<file path="config.mk">
export PLATFORM = sky130hd
export DESIGN_NAME = i2c_addr_match
export DESIGN_NICKNAME = d
export VERILOG_FILES = /design/src/rtl/i2c_am_pkg.sv /design/src/rtl/i2c_am_cond.sv /design/src/rtl/i2c_am_tmo.sv /design/src/rtl/i2c_am_ctrl.sv /design/src/rtl/i2c_addr_match.sv
export SDC_FILE = /design/constraint.sdc
export NUM_CORES = 1
export LEC_CHECK = 0
export CAP_MARGIN = 30
export CORE_MARGIN = 1.5
export CORE_UTILIZATION = 35
export DETAILED_ROUTE_END_ITERATION = 8
export DONT_BUFFER_PORTS = 1
export GPL_TIMING_DRIVEN = 0
export PLACE_DENSITY = 0.52
export SLEW_MARGIN = 15
export SYNTH_ARGS = -nofsm -noshare
export SYNTH_HDL_FRONTEND = slang
export SYNTH_SLANG_ARGS = --single-unit
export TNS_END_PERCENT = 5
</file>
<file path="constraint.sdc">
create_clock -name clk -period 4.95 [get_ports clk]
set_clock_uncertainty 0.05 [all_clocks]
set_input_delay 0.495 -clock clk [delete_from_list [all_inputs] [get_ports clk]]
set_output_delay 0.495 -clock clk [all_outputs]
set_load 0.005 [all_outputs]
</file>
<file path="src/rtl/i2c_am_pkg.sv">
package i2c_am_pkg;

    localparam int unsigned ADDR_W = 10;
    localparam int unsigned BYTE_W = 8;
    localparam int unsigned BITC_W = 4;
    localparam logic [4:0]  TEN_HDR = 5'b11110;

    typedef enum logic [2:0] {
        ST_IDLE,
        ST_ADDR,
        ST_ACK,
        ST_ADDR2,
        ST_HOLD,
        ST_SKIP
    } am_state_e;

endpackage

</file>
<file path="src/rtl/i2c_am_cond.sv">
module i2c_am_cond #(
    parameter int unsigned SYNC_STAGES = 2
) (
    input  logic clk,
    input  logic rst_n,
    input  logic scl_i,
    input  logic sda_i,
    output logic scl_lvl_o,
    output logic sda_lvl_o,
    output logic scl_rise_o,
    output logic scl_fall_o,
    output logic start_o,
    output logic rstart_o,
    output logic stop_o
);

    localparam int unsigned SW = (SYNC_STAGES < 2) ? 2 : SYNC_STAGES;

    typedef struct packed {
        logic [SW-1:0] scl_sh;
        logic [SW-1:0] sda_sh;
        logic          scl_p;
        logic          sda_p;
        logic          busy;
    } cond_t;

    cond_t d, q;
    logic  scl_s, sda_s;

    always_comb begin
        d      = q;
        scl_s  = q.scl_sh[SW-1];
        sda_s  = q.sda_sh[SW-1];
        d.scl_sh = {q.scl_sh[SW-2:0], scl_i};
        d.sda_sh = {q.sda_sh[SW-2:0], sda_i};
        d.scl_p  = scl_s;
        d.sda_p  = sda_s;

        start_o    = scl_s & q.scl_p & q.sda_p & ~sda_s;
        stop_o     = scl_s & q.scl_p & ~q.sda_p & sda_s;
        scl_rise_o = scl_s & ~q.scl_p;
        scl_fall_o = ~scl_s & q.scl_p;
        rstart_o   = start_o & q.busy;

        if (stop_o)       d.busy = 1'b0;
        else if (start_o) d.busy = 1'b1;

        scl_lvl_o = scl_s;
        sda_lvl_o = sda_s;
    end

    always_ff @(posedge clk or negedge rst_n) begin
        if (!rst_n) begin
            q.scl_sh <= '1;
            q.sda_sh <= '1;
            q.scl_p  <= 1'b1;
            q.sda_p  <= 1'b1;
            q.busy   <= 1'b0;
        end else begin
            q <= d;
        end
    end


    start_busy_chk: assert property (@(posedge clk) disable iff (!rst_n)
        start_o |=> q.busy);


    stop_idle_chk: assert property (@(posedge clk) disable iff (!rst_n)
        stop_o |=> (!q.busy && !rstart_o));

endmodule

</file>
<file path="src/rtl/i2c_am_tmo.sv">
module i2c_am_tmo #(
    parameter int unsigned PRE_W = 8,
    parameter int unsigned TMO_W = 10
) (
    input  logic             clk,
    input  logic             rst_n,
    input  logic             scl_lvl_i,
    input  logic             scl_edge_i,
    input  logic [PRE_W-1:0] div_i,
    input  logic [TMO_W-1:0] limit_i,
    input  logic             clr_i,
    output logic             flag_o
);

    localparam logic [TMO_W-1:0] CNT_MAX = '1;

    typedef struct packed {
        logic [PRE_W-1:0] pre;
        logic [TMO_W-1:0] cnt;
        logic             flag;
    } tmo_t;

    tmo_t d, q;
    logic tick;

    always_comb begin
        d    = q;
        tick = (q.pre == div_i);
        if (scl_edge_i || scl_lvl_i) begin
            d.pre = '0;
            d.cnt = '0;
        end else if (tick) begin
            d.pre = '0;
            if (q.cnt != CNT_MAX) d.cnt = q.cnt + 1'b1;
        end else begin
            d.pre = q.pre + 1'b1;
        end

        if (clr_i)
            d.flag = 1'b0;
        else if ((limit_i != '0) && !scl_lvl_i && (q.cnt >= limit_i))
            d.flag = 1'b1;

        flag_o = q.flag;
    end

    always_ff @(posedge clk or negedge rst_n) begin
        if (!rst_n) q <= '0;
        else        q <= d;
    end


    tmo_sticky_chk: assert property (@(posedge clk) disable iff (!rst_n)
        (q.flag && !clr_i) |=> q.flag);


    tmo_restart_chk: assert property (@(posedge clk) disable iff (!rst_n)
        scl_edge_i |=> (q.cnt == '0));

endmodule

</file>
<file path="src/rtl/i2c_am_ctrl.sv">
module i2c_am_ctrl
    import i2c_am_pkg::*;
(
    input  logic              clk,
    input  logic              rst_n,
    input  logic              start_i,
    input  logic              stop_i,
    input  logic              rise_i,
    input  logic              fall_i,
    input  logic              sda_i,
    input  logic [ADDR_W-1:0] addr0_i,
    input  logic [ADDR_W-1:0] mask0_i,
    input  logic              ten0_i,
    input  logic [ADDR_W-1:0] addr1_i,
    input  logic [ADDR_W-1:0] mask1_i,
    input  logic              ten1_i,
    output logic              sda_oe_o,
    output logic              hit_o,
    output logic              hit_id_o,
    output logic              hit_rw_o,
    output logic              wake_o
);

    typedef struct packed {
        am_state_e         st;
        logic [BYTE_W-1:0] sh;
        logic [BITC_W-1:0] cnt;
        logic [1:0]        cand;
        logic              next2;
        logic              rw;
        logic              hit;
        logic              id;
        logic              oe;
        logic              wake;
        logic              mem_vld;
        logic              mem_id;
    } ctrl_t;

    ctrl_t d, q;

    function automatic logic fit7(input logic [BYTE_W-1:0] b,
                                  input logic [ADDR_W-1:0] a,
                                  input logic [ADDR_W-1:0] m);
        return ((b[7:1] ^ a[6:0]) & ~m[6:0]) == 7'd0;
    endfunction

    function automatic logic fit_hi(input logic [BYTE_W-1:0] b,
                                    input logic [ADDR_W-1:0] a,
                                    input logic [ADDR_W-1:0] m);
        return ((b[2:1] ^ a[9:8]) & ~m[9:8]) == 2'd0;
    endfunction

    function automatic logic fit_lo(input logic [BYTE_W-1:0] b,
                                    input logic [ADDR_W-1:0] a,
                                    input logic [ADDR_W-1:0] m);
        return ((b ^ a[7:0]) & ~m[7:0]) == 8'd0;
    endfunction

    logic       hdr, mem_ok, byte_done;
    logic [1:0] c7, chi, clo;

    always_comb begin
        d      = q;
        d.wake = 1'b0;

        byte_done = fall_i && (q.cnt == 4'd8);
        hdr    = (q.sh[7:3] == TEN_HDR);
        c7[0]  = !ten0_i && fit7(q.sh, addr0_i, mask0_i);
        c7[1]  = !ten1_i && fit7(q.sh, addr1_i, mask1_i);
        chi[0] = ten0_i && fit_hi(q.sh, addr0_i, mask0_i);
        chi[1] = ten1_i && fit_hi(q.sh, addr1_i, mask1_i);
        clo[0] = q.cand[0] && fit_lo(q.sh, addr0_i, mask0_i);
        clo[1] = q.cand[1] && fit_lo(q.sh, addr1_i, mask1_i);
        mem_ok = q.mem_vld && q.sh[0] &&
                 (q.mem_id ? fit_hi(q.sh, addr1_i, mask1_i)
                           : fit_hi(q.sh, addr0_i, mask0_i));

        if (stop_i) begin
            d.st      = ST_IDLE;
            d.oe      = 1'b0;
            d.hit     = 1'b0;
            d.mem_vld = 1'b0;
            d.cnt     = '0;
        end else if (start_i) begin
            d.st   = ST_ADDR;
            d.cnt  = '0;
            d.oe   = 1'b0;
            d.hit  = 1'b0;
            d.cand = '0;
        end else begin
            case (q.st)
                ST_ADDR, ST_ADDR2: begin
                    if (rise_i) begin
                        d.sh  = {q.sh[BYTE_W-2:0], sda_i};
                        d.cnt = q.cnt + 1'b1;
                    end else if (byte_done) begin
                        d.cnt = '0;
                        if (q.st == ST_ADDR) begin
                            d.rw = q.sh[0];
                            if (hdr) begin
                                if (mem_ok) begin
                                    d.hit   = 1'b1;
                                    d.id    = q.mem_id;
                                    d.wake  = 1'b1;
                                    d.oe    = 1'b1;
                                    d.next2 = 1'b0;
                                    d.st    = ST_ACK;
                                end else if (|chi) begin
                                    d.cand    = chi;
                                    d.oe      = 1'b1;
                                    d.next2   = 1'b1;
                                    d.mem_vld = 1'b0;
                                    d.st      = ST_ACK;
                                end else begin
                                    d.st = ST_SKIP;
                                end
                            end else if (|c7) begin
                                d.hit     = 1'b1;
                                d.id      = !c7[0];
                                d.wake    = 1'b1;
                                d.oe      = 1'b1;
                                d.next2   = 1'b0;
                                d.mem_vld = 1'b0;
                                d.st      = ST_ACK;
                            end else begin
                                d.st = ST_SKIP;
                            end
                        end else if (|clo) begin
                            d.hit     = 1'b1;
                            d.id      = !clo[0];
                            d.wake    = 1'b1;
                            d.oe      = 1'b1;
                            d.next2   = 1'b0;
                            d.mem_vld = 1'b1;
                            d.mem_id  = !clo[0];
                            d.st      = ST_ACK;
                        end else begin
                            d.st = ST_SKIP;
                        end
                    end
                end
                ST_ACK: begin
                    if (fall_i) begin
                        d.oe  = 1'b0;
                        d.cnt = '0;
                        d.st  = q.next2 ? ST_ADDR2 : ST_HOLD;
                    end
                end
                default: ;
            endcase
        end

        sda_oe_o = q.oe;
        hit_o    = q.hit;
        hit_id_o = q.id;
        hit_rw_o = q.rw;
        wake_o   = q.wake;
    end

    always_ff @(posedge clk or negedge rst_n) begin
        if (!rst_n) begin
            q    <= '0;
            q.st <= ST_IDLE;
        end else begin
            q <= d;
        end
    end


    ack_release_chk: assert property (@(posedge clk) disable iff (!rst_n)
        (q.oe && fall_i) |=> !q.oe);


    wake_hit_chk: assert property (@(posedge clk) disable iff (!rst_n)
        q.wake |-> q.hit);


    wake_pulse_chk: assert property (@(posedge clk) disable iff (!rst_n)
        q.wake |=> !q.wake);


    skip_quiet_chk: assert property (@(posedge clk) disable iff (!rst_n)
        (q.st == ST_SKIP) |-> !q.oe);


    stop_clear_chk: assert property (@(posedge clk) disable iff (!rst_n)
        stop_i |=> !q.hit);

endmodule

</file>
<file path="src/rtl/i2c_addr_match.sv">
module i2c_addr_match
    import i2c_am_pkg::*;
#(
    parameter int unsigned SYNC_STAGES = 2,
    parameter int unsigned PRE_W       = 8,
    parameter int unsigned TMO_W       = 10
) (
    input  logic              clk,
    input  logic              rst_n,
    input  logic              scl_i,
    input  logic              sda_i,
    output logic              sda_oe_o,
    input  logic [ADDR_W-1:0] cfg_addr0,
    input  logic [ADDR_W-1:0] cfg_mask0,
    input  logic              cfg_ten0,
    input  logic [ADDR_W-1:0] cfg_addr1,
    input  logic [ADDR_W-1:0] cfg_mask1,
    input  logic              cfg_ten1,
    input  logic [PRE_W-1:0]  cfg_tick_div,
    input  logic [TMO_W-1:0]  cfg_tmo_limit,
    input  logic              tmo_clr_i,
    output logic              start_o,
    output logic              rstart_o,
    output logic              stop_o,
    output logic              addressed_o,
    output logic              hit_id_o,
    output logic              hit_rw_o,
    output logic              wake_o,
    output logic              tmo_o
);

    logic scl_lvl, sda_lvl, scl_rise, scl_fall;

    i2c_am_cond #(.SYNC_STAGES(SYNC_STAGES)) u_cond (
        .clk        (clk),
        .rst_n      (rst_n),
        .scl_i      (scl_i),
        .sda_i      (sda_i),
        .scl_lvl_o  (scl_lvl),
        .sda_lvl_o  (sda_lvl),
        .scl_rise_o (scl_rise),
        .scl_fall_o (scl_fall),
        .start_o    (start_o),
        .rstart_o   (rstart_o),
        .stop_o     (stop_o)
    );

    i2c_am_ctrl u_ctrl (
        .clk      (clk),
        .rst_n    (rst_n),
        .start_i  (start_o),
        .stop_i   (stop_o),
        .rise_i   (scl_rise),
        .fall_i   (scl_fall),
        .sda_i    (sda_lvl),
        .addr0_i  (cfg_addr0),
        .mask0_i  (cfg_mask0),
        .ten0_i   (cfg_ten0),
        .addr1_i  (cfg_addr1),
        .mask1_i  (cfg_mask1),
        .ten1_i   (cfg_ten1),
        .sda_oe_o (sda_oe_o),
        .hit_o    (addressed_o),
        .hit_id_o (hit_id_o),
        .hit_rw_o (hit_rw_o),
        .wake_o   (wake_o)
    );

    i2c_am_tmo #(.PRE_W(PRE_W), .TMO_W(TMO_W)) u_tmo (
        .clk        (clk),
        .rst_n      (rst_n),
        .scl_lvl_i  (scl_lvl),
        .scl_edge_i (scl_rise | scl_fall),
        .div_i      (cfg_tick_div),
        .limit_i    (cfg_tmo_limit),
        .clr_i      (tmo_clr_i),
        .flag_o     (tmo_o)
    );

endmodule

</file>
==> metrics.txt, run 1 <==
status complete, no violations; total CTS buffers 5; HP Start scl_i; mean routed wirelength per cell 15.9 um; fin crit period ~2.3 ns; WHS Endpoint u_cond.d[6]$_DFF_PN1_; ys flop type dfrtp_1; Rows 35; final estimated routing congestion in global placement 0.788; Synth Warn # 0; count leader, synth xnor2_1; DR iter-0 viols 43; flops & latches, synth 51; die height 100 um; Worst EP required about 5 ns; R2R setup slack 2.68 ns; fillers between 900 and 1,000; Yosys cell types 60; Max-Cap Viols 0; Layout area overhead 7.63%; VDD IR-drop max 0.120 mV; WP data arrival approximately 2.4 ns; htree depth 2; Inserted Diodes 0; Syn Inst Count approximately 340; endpoints failing setup 0; clk slew on worst S/H paths about 0.1 ns; ANT nets after route 0; number of synthesized flops with an enable pin 0; core area 9200 um^2; Syn Nets 418; clock sink total 51; worst-margin pin slew 0.619 ns; first-pass GRT wire length between 10,000 and 15,000 um; initial antenna violation count 0; Detailed Routing Iterations Pass 1 4; Port-buffer cells 0; CP Class reg -> reg; Die Wd 100 um; vias in the first global route 2,474; Util after Layout 38.7%; PostCTS Resize Cnt 0; clk root buf clkbuf_8; synth top area cells dfrtp_1 (34%), xnor2_1 (13%), ha_1 (5.3%); RSZ-0062 raised after global routing no; Hold Vio Cnt, Final 0; final wirelength ~7300 um; Fin Setup TNS 0 ns; P_leak about 0.0015 uW; fin crit share 45.9%; via count approximately 2,400; CTS tree built; commonest cells in the netlist xnor2_1 (51), dfrtp_1 (45), nor2_1 (30), inv_1 (21); Seq/Total Area, Yosys 38.8%; final slew viol count 0; worst r2r path cells 8; total track usage 15.2%; Startpoint Class register; Residual DRC 0; WHS Path Cells 0; FMAX 440 MHz; relative slew slack 58.7%; worst hold-check path type in -> reg; die area 10,100 um^2; Post-Syn Area 3310 um^2; reg-to-reg critical path startpoint u_ctrl.q[20]$_DFFE_PN0P_; worst skew pair latency between 0.3 and 0.4 ns; layout cells sized above 1 14.4%; IO Count 74; largest net degree at the start of global routing between 50 and 60; vias per inst 5.33; Avg Inst Size Synth 9.77 um^2; GR Overflow Total 0; Crit. End Element register; PD cells roughly 370 nW/um^2; Detail Placement HPWL 5590 um; CP max FO 7; Clock Tree Buf Depth 2; Async S/R FF share, synth 100%; post-synth top area share 34.0%; largest area contributor in the netlist dfrtp_1; reg2reg end u_ctrl.q[1]$_DFFE_PN0P_; Initial Util 36.0%; fin nets 427
layout make-up:
| class | instances | area [um^2] | share of cell area, % |
|---|---|---|---|
| flip-flops and latches | 51 | 1280 | 36.0 |
| well taps | 111 | 139 | 3.90 |
| repair buffers | 2 | 37.5 | 1.05 |
| multi-input cells | 255 | 1860 | 52.3 |
| clock buffers | 7 | 76.3 | 2.14 |
| plain buffers | 12 | 83.8 | 2.35 |
| inverters | 21 | 78.8 | 2.21 |
worst max-delay path by stage:
stage,slack (ns),cells past startpoint,start,endpoint
2_1_floorplan,3.01,8,cfg_tmo_limit[0],u_tmo.flag_o$_DFFE_PN0P_
3_3_place_gp,2.71,8,u_ctrl.q[16]$_DFFE_PN0P_,u_ctrl.q[1]$_DFFE_PN0P_
3_5_place_dp,2.69,8,u_ctrl.q[20]$_DFFE_PN0P_,u_ctrl.q[1]$_DFFE_PN0P_
4_1_cts,2.66,4,u_cond.scl_lvl_o$_DFF_PN1_,rstart_o
5_1_grt,2.55,8,u_ctrl.q[18]$_DFFE_PN0P_,u_ctrl.q[1]$_DFFE_PN0P_
6_report,2.68,8,u_ctrl.q[20]$_DFFE_PN0P_,u_ctrl.q[1]$_DFFE_PN0P_
cells in the final DEF (no fill, tap or decap), types with 6 or more instances in the layout:
cell / instances
xnor2_1: 51
dfrtp_1: 45
nor2_1: 30
inv_1: 21
nand2_1: 14
o22ai_1: 14
ha_1: 14
nand3_1: 12
mux2_2: 11
o21ai_0: 8
a21oi_1: 8
a21o_1: 7
nand4_1: 6
xor2_1: 6
nor3_1: 6
dfstp_2: 6
per-layer routing:
metal	up-vias	part of all wire, %	track usage [%]
met4	0	1.8	5.63
met5	-	0	0
li1	1202	-	-
met3	13	6.6	3.69
met2	74	47	26.2
met1	1159	44	18.5
report_power, final:
| part | internal [uW] | leakage, uW | switching [uW] | total, uW |
|---|---|---|---|---|
| logic | 261 | 0.000790 | 277 | 539 |
| clock network | 98.0 | 0.0000383 | 140 | 238 |
| registers | 478 | 0.000663 | 47.5 | 525 |
sequential cells by signal (all words and copies together) (netlist names):
register and cells:
u_ctrl.hit_id_o 1, u_tmo.q 18, u_ctrl.sda_oe_o 1, u_ctrl.hit_rw_o 1
u_cond.q 3, u_cond.sda_lvl_o 1, u_cond.scl_lvl_o 1, u_ctrl.hit_o 1
u_tmo.flag_o 1, u_cond.d 2, u_ctrl.wake_o 1, u_ctrl.q 20
critical path: stages, from the launching register on:
cell	delay, ns
dfrtp_1	0.37
buf_2	0.18
xnor2_1	0.17
o22ai_1	0.09
nor4_1	0.45
nor3_2	0.16
a311oi_2	0.40
nand2_1	0.10
a31o_1	0.23
through the flow:
stage               hold WS [ns]  total power (uW)  instance area [um^2]  std cells  setup slack (ns)
floorplan                  0.149               959                  3310        339              3.01
global placement           0.150              1050                  3450        450              2.71
detailed placement         0.151              1060                  3450        450              2.69
CTS                        0.120              1320                  3560        459              2.66
global route               0.105              1390                  3560        459              2.55
finish                     0.132              1300                  3560        459              2.68
logic make-up (layout without fill, tap and decap cells):
group / count (synthesis) / after routing / share of synthesized area, %
xor gates and xnor gates: 57 / 57 / 15.1
and+or+nand+nor: 110 / 110 / 18.6
AOI/OAI and AO/OA: 62 / 62 / 13.3
DFF: 51 / 51 / 38.8
buffers and inverters: 33 / 42 / 4.91
muxes: 12 / 12 / 4.04
adders and majority gates: 14 / 14 / 5.29
repair_timing:
action                                  in CTS  in global routing
endpoints found under the setup margin       0                  0
buffers inserted                             0                  0
endpoints found under the hold margin       51                  0
hold buffers                                 2                  0
Power figures use the tool's default switching activity.
==> inputs of run 2 (changes only) <==
clock period = 2.3 ns   (was 4.95 ns; I/O delays follow)
==> run 2 against run 1 <==
Routed wire length is 0.12% higher. Combinational power is 120% higher. Critical path depth unchanged. Final area is 1.5% higher. First-iteration DRC count decreased by 7.0%. Setup slack got worse by 2.5 ns. Clock-buffer cell count did not move. Power is 120% higher. Hold slack worse by 0.075 ns. Sequential cell count did not move. Die area is the same. Largest power group unchanged.
==> metrics.txt, run 2 (same netlist as run 1, synthesis figures left out) <==
Worst EP required 2.45 ns (-2.66 ns); reg-to-reg critical path startpoint u_ctrl.q[19]$_DFFE_PN0P_; metal3 WL 513 um (+6.2%); status complete, no violations; htree depth 2 (unchanged); core area 9200 um^2 (unchanged); WP data arrival 2.32 ns (-0.11 ns); largest net degree at the start of global routing 52 (unchanged); Die Wd 100 um (unchanged); Max-Cap Viols 0 (unchanged); vias per inst 5.35 (+0.28%); via count 2,471 (+0.94%); Comb power frac 41.8% (+0.4 points); Layout area overhead 9.26%; post-CTS setup buffers 0 (unchanged); WP depth 8 (unchanged); worst-margin pin slew 0.602 ns (-0.0174 ns); WHS Path Cells 2 (+2); mean routed wirelength per cell 15.8 um (-0.53%); max reg flops 20 (unchanged); fin crit period 2.17 ns (-0.109 ns); commonest non-fill, non-tap cell in the layout xnor2_1; IO Count 74 (unchanged); CP max FO 7 (unchanged); ordered list of cells on the worst path buf_6 -> xnor2_1 -> o22ai_1 -> nor4_2 -> nor3_2 -> a311oi_2 -> nand2_1 -> a31o_1; power share of the clock group 17.9% (-0.4 points); Hold Vio Cnt, Final 0 (unchanged); NetSw 1000 uW (+120%); P_leak 0.00151 uW (+1.2%); endpoints failing setup 0 (unchanged); final slew viol count 0 (unchanged); worst r2r path cells 8 (unchanged); Detailed Routing Iterations Pass 1 4 (unchanged); layout cells sized above 1 15.4% (+1.0 points); die height 100 um (unchanged); total CTS buffers 5 (unchanged); Inserted Diodes 0 (unchanged); Rows 35 (unchanged); initial antenna violation count 0 (unchanged); Fin Setup TNS 0 ns (unchanged); P_int 1810 uW (+120%); Residual DRC 0 (unchanged); HP Start tmo_clr_i; top flop regs u_ctrl.q (20), u_tmo.q (18), u_cond.q (3); Top Family by Delay on Critical Path compound AO/OA/AOI/OAI gates; clk root buf clkbuf_8; PD cells 777 nW/um^2 (+110%); clk slew on worst S/H paths 0.10 ns (about the same); Fin Hold WS 0.0566 ns (-0.0754 ns); Startpoint Class register; WL met2 3510 um (+1.4%); RSZ-0062 raised after global routing yes; worst hold-check path type in -> reg; relative slew slack 59.9% (+1.2 points); total track usage 15.4% (+0.12 points); Slowest Stage Delay on Critical Path 0.40 ns (-0.05 ns); vias in the first global route 2,507 (+1.3%); ANT nets after route 0 (unchanged); clock sink total 51 (unchanged); CP Class reg -> reg; die area 10,100 um^2 (unchanged); M1 WL 3170 um (-2.0%); first-pass GRT wire length 12,100 um (+0.80%); Initial Util 36.0% (unchanged); commonest cells after routing, fill and taps aside xnor2_1 (51), dfrtp_1 (45), nor2_1 (30); Slowest-stage cell, CP a311oi_2; fin nets 430 (+0.70%); Switching Share 35.6% (-0.11 points); fin crit share 94.1% (+48 points); VDD IR-drop max 0.253 mV (+110%); Seq pwr share 40.3% (about the same); final wirelength 7320 um (+0.12%); Detail Placement HPWL 5590 um (unchanged); Clock Tree Buf Depth 2 (unchanged); final estimated routing congestion in global placement 0.788 (unchanged); worst skew pair latency 0.30 ns (about the same); fin area 3620 um^2 (+1.5%); top layer in use met4; CTS tree built; Crit. End Element register; fillers 944 (unchanged); FMAX 462 MHz (+5.0%); CP bufs+invs 1 (unchanged); Port-buffer cells 0 (unchanged); Area after DPL 3450 um^2 (unchanged); CP startpoint u_ctrl.q[19]$_DFFE_PN0P_; Util after Layout 39.3% (+0.58 points); GR Overflow Total 0 (unchanged); most flop-heavy register u_ctrl.q; DR iter-0 viols 40 (-7.0%)
## run 2: stage by stage
step | setup slack [ns] | instances | total power, uW
global route | -0.00725 | 462 | 3010
finish | 0.135 | 462 | 2810
global placement | 0.0639 | 450 | 2260
CTS | 0.0367 | 462 | 2840
detailed placement | 0.0392 | 450 | 2280
floorplan | 0.409 | 339 | 2060
## run 2: path summary, 6_finish.rpt
| check | slack [ns] | endpoint |
|---|---|---|
| worst max-delay path | 0.13 | u_ctrl.q[1]$_DFFE_PN0P_ |
| worst min-delay path | 0.06 | u_tmo.flag_o$_DFFE_PN0P_ |
| worst max register to register | 0.13 | u_ctrl.q[1]$_DFFE_PN0P_ |
| worst min register to register | 0.31 | u_cond.sda_lvl_o$_DFF_PN1_ |
| max in group asynchronous | 1.52 | u_cond.d[6]$_DFF_PN1_ |
| min in group asynchronous | 0.38 | u_ctrl.q[0]$_DFFE_PN0P_ |
## run 2: cell type report
cell class | count | area, um^2 | area share (%)
buffer | 12 | 85.1 | 2.35
clock buffer | 7 | 76.3 | 2.11
inverter | 21 | 78.8 | 2.18
multi-input combinational | 255 | 1890 | 52.2
sequential | 51 | 1280 | 35.5
tap | 111 | 139 | 3.84
timing repair buffer | 5 | 67.6 | 1.87
## run 2: power groups by stage
stage	registers, uW	clock network [uW]	logic, uW
after floorplan	1120	0	944
after global placement	1140	0	1110
after detailed placement	1150	0	1140
after CTS	1130	532	1180
after global routing	1150	565	1300
final	1130	504	1170
## run 2: layer usage
metal	GRT usage [%]	vias to the layer above
li1	-	1206
met1	18.6	1174
met2	26.6	80
met3	3.69	11
met4	5.63	0
met5	0	-
## run 2: repair_timing
action | 4_1_cts | 5_1_grt
setup endpoints to repair | 0 | 8
endpoints found under the hold margin | 54 | 0
gates resized for setup | 0 | 6
hold buffers | 5 | 0
==> inputs of run 3 (changes only) <==
clock period = 2.5 ns   (was 2.3 ns; I/O delays follow)
==> run 3 against run 2 <==
Clock-buffer cell count unchanged. Power decreased by 8.1%. Via count decreased by 0.24%. Maximum frequency decreased by 4.8%. Clock power decreased by 6.2%. Final area decreased by 0.66%. Die area unchanged. Critical path depth unchanged. Final cell count unchanged. Sequential share of layout area increased by 0.23 points.
==> metrics.txt, run 3 (same netlist as run 1, synthesis figures left out) <==
worst hold-check path type in -> reg; Crit. End Element register; CTS Hold Buffers Added 5 (unchanged); endpoints failing setup 0 (unchanged); Max-Cap Viols 0 (unchanged); most flop-heavy register u_ctrl.q; worst skew pair latency 0.31 ns (about the same); total track usage 15.4% (unchanged); mean routed wirelength per cell 15.9 um (+0.52%); die area 10,100 um^2 (unchanged); Slowest Stage Delay on Critical Path 0.45 ns (+0.05 ns); CTS tree built; fin crit period 2.27 ns (+0.109 ns); WP data arrival 2.43 ns (+0.11 ns); ordered list of cells on the worst path buf_2 -> xnor2_1 -> o22ai_1 -> nor4_1 -> nor3_2 -> a311oi_2 -> nand2_1 -> a31o_1; CP bufs+invs 1 (unchanged); Detailed Routing Iterations Pass 1 4 (unchanged); GR Overflow Total 0 (unchanged); Hold Vio Cnt, Final 0 (unchanged); Detail Placement HPWL 5590 um (unchanged); Residual DRC 0 (unchanged); CP max FO 7 (unchanged); Die Wd 100 um (unchanged); first-pass GRT wire length 12,100 um (unchanged); CP Class reg -> reg; die height 100 um (unchanged); largest net degree at the start of global routing 52 (unchanged); number of placed instances, taps included 450 (unchanged); clock sink total 51 (unchanged); ANT nets after route 0 (unchanged); final cell count without fillers 462 (unchanged); PD cells 719 nW/um^2 (-7.4%); P_leak 0.00150 uW (-0.31%); VDD IR-drop max 0.237 mV (-6.3%); vias in the first global route 2,507 (unchanged); core area 9200 um^2 (unchanged); FMAX 440 MHz (-4.8%); final estimated routing congestion in global placement 0.788 (unchanged); post-CTS setup buffers 0 (unchanged); worst-margin pin slew 0.619 ns (+0.0174 ns); final slew viol count 0 (unchanged); top flop regs u_ctrl.q (20), u_tmo.q (18), u_cond.q (3); met3 Usage GRT 3.69% (unchanged); combined flip-flop and latch cell area 1280 um^2 (unchanged); Clock Tree Buf Depth 2 (unchanged); commonest cells after routing, fill and taps aside xnor2_1 (51), dfrtp_1 (45), nor2_1 (30); footprint of the multi-input gates 1860 um^2 (-1.2%); relative slew slack 58.7% (-1.2 points); DR iter-0 viols 39 (-2.5%); Worst EP required 2.66 ns (+0.21 ns); Startpoint Class register; fin crit share 91.0% (-3.2 points); fin nets 430 (unchanged); clk root buf clkbuf_8; final wirelength 7360 um (+0.52%); initial antenna violation count 0 (unchanged); status complete, no violations; GR met1 Demand/Resource 18.6% (unchanged); commonest non-fill, non-tap cell in the layout xnor2_1; htree depth 2 (unchanged); Top Family by Delay on Critical Path compound AO/OA/AOI/OAI gates; Layout area overhead 8.54%; GRT busiest layer met2; IO Count 74 (unchanged); clk slew on worst S/H paths 0.10 ns (about the same); layout cells sized above 1 14.2% (-1.1 points); Inserted Diodes 0 (unchanged); Rows 35 (unchanged); Fin Setup TNS 0 ns (unchanged); fillers 942 (-0.21%); PostCTS Resize Cnt 0 (unchanged); Slowest-stage cell, CP nor4_1; via count 2,465 (-0.24%); Port-buffer cells 0 (unchanged); M2 GR Usage 26.6% (unchanged); total CTS buffers 5 (unchanged); vias per inst 5.34 (-0.24%); Initial Util 36.0% (unchanged); Util after Layout 39.1% (-0.26 points); max reg flops 20 (unchanged); RSZ-0062 raised after global routing no
run 3: area by class of cell:
type | count | share of cell area [%]
Multi-Input combinational cell | 255 | 51.9
Clock buffer | 7 | 2.12
Tap cell | 111 | 3.86
Buffer | 12 | 2.33
Timing Repair Buffer | 5 | 1.88
Inverter | 21 | 2.19
Sequential cell | 51 | 35.7
run 3: power breakdown:
group / total [uW] / switching, uW / internal [uW]
logic: 1070 / 550 / 521
registers: 1040 / 94.1 / 945
clock network: 473 / 279 / 194
total: 2580 / 923 / 1660
run 3: metal layers:
metal	vias to the layer above	part of all wire, %
met5	-	0
met4	0	1.8
met3	13	6.7
met2	76	48
met1	1167	44
li1	1209	-
run 3: final timing paths:
check | slack, ns | end | startpoint | cells past startpoint
min in group asynchronous | 0.39 | u_ctrl.q[0]$_DFFE_PN0P_ | rst_n | 2
worst max register to register | 0.23 | u_ctrl.q[1]$_DFFE_PN0P_ | u_ctrl.q[20]$_DFFE_PN0P_ | 8
max in group asynchronous | 1.70 | u_cond.d[6]$_DFF_PN1_ | rst_n | 2
worst max-delay path | 0.23 | u_ctrl.q[1]$_DFFE_PN0P_ | u_ctrl.q[20]$_DFFE_PN0P_ | 8
worst min-delay path | 0.07 | u_tmo.flag_o$_DFFE_PN0P_ | tmo_clr_i | 2
worst min register to register | 0.31 | u_cond.sda_lvl_o$_DFF_PN1_ | u_cond.d[4]$_DFF_PN1_ | 0
run 3: per-stage QoR:
stage	setup WS (ns)	cell area [um^2]	hold WS [ns]	power, uW
4_1_cts	0.237	3590	0.0627	2610
3_5_place_dp	0.239	3450	-0.0944	2100
5_1_grt	0.0997	3590	0.0543	2760
6_report	0.226	3590	0.0741	2580
3_3_place_gp	0.264	3450	-0.0945	2080
2_1_floorplan	0.609	3310	-0.0956	1900
